### src/rtl/rl_word_packer.sv
module rl_word_packer #(
  parameter int RUN_W = 6,
  parameter int LVL_W = 12,
  parameter int SZ_W  = 5
) (
  input  logic                    clk,
  input  logic                    rst_n,
  input  logic                    in_valid,
  output logic                    in_ready,
  input  logic                    in_sop,
  input  logic                    in_intra,
  input  logic                    in_last,
  input  logic [RUN_W-1:0]        in_run,
  input  logic signed [LVL_W-1:0] in_level,
  input  logic [SZ_W-1:0]         in_dc_size,
  input  logic [15:0]             in_dc_val,
  output logic                    out_valid,
  input  logic                    out_ready,
  output logic [31:0]             out_word,
  output logic                    out_sop,
  output logic                    out_intra,
  output logic                    out_eob,
  output logic                    dc_err
);
  localparam int          HALF      = 16;
  localparam logic [31:0] TERM_WORD = 32'h00FF_0000;

  logic        vld_q, sop_q, intra_q, eob_q, err_q, term_pend;
  logic [31:0] word_q;

  logic            take, is_dc, over;
  logic [SZ_W-1:0] sz;
  logic [SZ_W:0]   shamt;
  logic [15:0]     dc_field;
  logic [31:0]     dc_word, ac_word;

  assign in_ready = !term_pend && (!vld_q || out_ready);
  assign take     = in_valid && in_ready;
  assign is_dc    = in_sop && in_intra;
  assign over     = in_dc_size > SZ_W'(HALF);
  assign sz       = over ? SZ_W'(HALF) : in_dc_size;
  assign shamt    = (SZ_W+1)'(HALF) - {1'b0, sz};
  assign dc_field = in_dc_val << shamt;
  assign dc_word  = {16'(sz), dc_field};
  assign ac_word  = {16'(in_run), {(HALF-LVL_W){in_level[LVL_W-1]}}, in_level};

  always_ff @(posedge clk) begin
    if (!rst_n) begin
      vld_q     <= 1'b0;
      sop_q     <= 1'b0;
      intra_q   <= 1'b0;
      eob_q     <= 1'b0;
      err_q     <= 1'b0;
      term_pend <= 1'b0;
      word_q    <= '0;
    end else if (take) begin
      vld_q     <= 1'b1;
      word_q    <= is_dc ? dc_word : ac_word;
      sop_q     <= in_sop;
      intra_q   <= is_dc;
      eob_q     <= 1'b0;
      term_pend <= in_last;
      if (is_dc && over) err_q <= 1'b1;
    end else if (vld_q && out_ready) begin
      if (term_pend) begin
        word_q    <= TERM_WORD;
        eob_q     <= 1'b1;
        sop_q     <= 1'b0;
        intra_q   <= 1'b0;
        term_pend <= 1'b0;
      end else begin
        vld_q <= 1'b0;
      end
    end
  end

  assign out_valid = vld_q;
  assign out_word  = word_q;
  assign out_sop   = sop_q;
  assign out_intra = intra_q;
  assign out_eob   = eob_q;
  assign dc_err    = err_q;
endmodule

### config.mk
export PLATFORM = sky130hd
export DESIGN_NAME = rl_word_packer
export DESIGN_NICKNAME = d
export VERILOG_FILES = /design/src/rtl/rl_word_packer.sv
export SDC_FILE = /design/constraint.sdc
export NUM_CORES = 1
export LEC_CHECK = 0
export BUFFER_PORTS_ARGS = -buffer_cell sky130_fd_sc_hd__buf_2
export CORE_MARGIN = 3
export CORE_UTILIZATION = 49
export CTS_CLUSTER_DIAMETER = 60
export DETAILED_ROUTE_END_ITERATION = 8
export MAX_ROUTING_LAYER = met4
export PLACE_DENSITY = 0.8
export SLEW_MARGIN = 20
export SYNTH_ARGS = -nofsm -noshare
export SYNTH_HDL_FRONTEND = slang
export SYNTH_SLANG_ARGS = --single-unit
### constraint.sdc
create_clock -name clk -period 2.8 [get_ports clk]
set_input_delay 0.14 -clock clk [delete_from_list [all_inputs] [get_ports clk]]
set_output_delay 0.14 -clock clk [all_outputs]
set_load 0.02 [all_outputs]
==> results_dict.tcl <==
set metrics [dict create \
    outcome "finished, final reports clean" \
    cts_tree "done" \
    grt_pass1_wl_mm 9.23 \
    timing.rr.end "out_word[15]" \
    h-tree-depth 2 \
    use_met1_pct 30.5 \
    clk_pin_slew_ns 0.06 \
    gp_congestion 1.01 \
    netlist_area_sq_mm 0.00215 \
    synth_cells 248 \
    finalHoldViolations 0 \
    ctsResizeCount 0 \
    firstDrtPassIters 4 \
    drtIter0Drc 110 \
    fin_skew_ns 0.00544 \
    coreArea_sq_mm 0.00412 \
    grt.busiest_layer "met2" \
    drive_gt1_share_pct 31.9 \
    synth.distinct_cells 55 \
    wl_mm 5.78 \
    clock-sinks 29 \
    fin_crit_ns 2.15 \
    tightestPinTransition_ns 0.813 \
    grt_pass1_vias 1921 \
    start_kind "primary input" \
    grt_max_degree 27 \
    antenna_found_initial 0 \
    synth_top_cell_by_area "dfxtp_1" \
    cp-end-kind "register" \
    wl_per_cell_um 15.7 \
    cts-buffers-inserted 5 \
    dieArea_sq_mm 0.00523 \
    hold_depth 3 \
    insertion_delay_ns 0.29 \
    hpwl_mm 4.54 \
    yosysSeqAreaShare_pct 27.0 \
    die_height_um 72.3 \
    cts_hold_buffers 0 \
    num_io_pins 84 \
    yosysTopAreaCellShare_pct 27.0 \
    ys_warn_count 0 \
    p_leak_nw 1.21 \
    cts_root_buf "clkbuf_8" \
    met2_usage_pct 37.2 \
    die_w_um 72.3 \
    hold_ws_ns 0.126 \
    fin_nets 363 \
    postCtsSetupBuffers 0 \
    drcViolationCount 0 \
    viasPerCell 5.60 \
    netlist_top_cells_count "nand2_1, dfxtp_1, mux2i_1" \
    clock_path_buffers 2 \
    stdcell_area_sq_mm 0.00261 \
    vias 2055 \
    crit_type "in2reg" \
    setup_tns_ns 0 \
    cp_data_required_time_ns 2.98 \
    synth_most_common_cell "nand2_1" \
    finalSetupViolations 0 \
    final_antenna_net_count 0 \
    hold_path_end "term_pend" \
    final_util_pct 63.4 \
    cp_max_fo 16 \
    power_density_mw_per_mm2 514 \
    grt_use_total_pct 23.5 \
    ys_top_cells_by_area "dfxtp_1, mux2i_1, nand2_1, mux4_2, buf_4" \
    cp.arrival_ns 2.33 \
    synthToLayoutAreaGrowth_pct 21.2 \
    ys_seq_elements 29 \
    r2r_cells 5 \
    fmax_mhz 466 \
    port_buffers 75 \
    dpl_cell_area_sq_mm 0.00249 \
    hold_start "in_last" \
    row_count 23 \
    synth_flop_cell "dfxtp_1" \
    overflow 0 \
    ir_drop_mv 0.233 \
    cap_violations 0 \
    worstHoldPathType "in2reg" \
    total_power_mw 1.34 \
    ys_async_sr_fraction_pct 0 \
    use_met3_pct 4.02 \
    synth_edf_count 0 \
    finalMaxSlewViolations 0 \
    max_slew_margin_pct 45.7 \
    r2r_slack_ns 1.01 \
    start_util_pct 52.3 \
    rsz0062_at_grt "false" \
    syn_area_per_cell_sq_um 8.68 \
    reg2reg_from "out_valid" \
    period_share_pct 76.7 \
    num_antenna_cells 0 \
]
## sequential cells by signal, indices dropped and copies added, names as in the netlist
register / flops
out_eob: 1
dc_err: 1
out_valid: 1
out_word: 23
out_intra: 1
out_sop: 1
term_pend: 1
## cell type report
type	instances	area (sq um)
Clock buffer	7	86.3
Sequential cell	29	581
Tap cell	50	62.6
Clock inverter	1	30.0
Multi-Input combinational cell	199	1440
Inverter	3	11.3
Timing Repair Buffer	78	398
Fill cell	376	1510
## metrics by stage
step	setup WS, ns	std cells
5_1_grt	0.483	367
2_1_floorplan	0.642	255
3_5_place_dp	0.405	359
6_report	0.653	367
3_3_place_gp	0.415	359
4_1_cts	0.704	367
## power breakdown
group	switching (mW)	internal (mW)
combinational	0.250	0.173
sequential	0.0194	0.448
clock	0.162	0.290
## placed cells by master (no fill, tap or decap), types with 7 or more instances in the layout
cell type,Yosys,routed
o21ai_1,7,7
mux2i_1,25,25
nand2b_1,7,7
buf_2,3,75
nand2_1,40,40
nor2_1,10,10
conb_1,1,8
nor2b_1,11,11
a21oi_1,12,12
dfxtp_1,29,29
## cell families (layout without fill, tap and decap cells)
| kind of cell | count (synthesis) | count (layout) | share of synthesized area (%) |
|---|---|---|---|
| fa+ha+maj | 1 | 1 | 0.581 |
| compound gates | 61 | 61 | 21.3 |
| simple gates | 92 | 92 | 22.1 |
| mux | 34 | 34 | 19.5 |
| flops | 29 | 29 | 27.0 |
| xor+xnor | 3 | 3 | 2.09 |
| other cells | 1 | 8 | 0.174 |
| buf+inv | 27 | 89 | 7.32 |
## critical path, cell delays in order
cell	delay (ns)
buf_2	0.19
nor2b_1	0.19
inv_2	0.12
ha_1	0.29
buf_4	0.24
mux2i_1	0.43
nand2_1	0.17
mux2i_1	0.21
o211ai_1	0.14
and4b_1	0.22
## worst max-delay path by stage
stage | startpoint | endpoint | depth (start not counted)
after floorplan | in_dc_size[4] | out_word[15] | 9
after CTS | in_dc_size[4] | out_word[15] | 10
after global placement | in_dc_size[4] | out_word[15] | 10
after detailed placement | in_dc_size[4] | out_word[15] | 10
after global routing | in_dc_size[4] | out_word[15] | 10
final | in_dc_size[4] | out_word[15] | 10
## metal layers
metal | vias to the layer above | share of wire, %
met3 | 6 | 7.3
met5 | - | 0
met4 | 0 | 1.3
met1 | 935 | 45
li1 | 1033 | -
met2 | 81 | 47
Note: power is estimated with default switching activity, not from simulation.
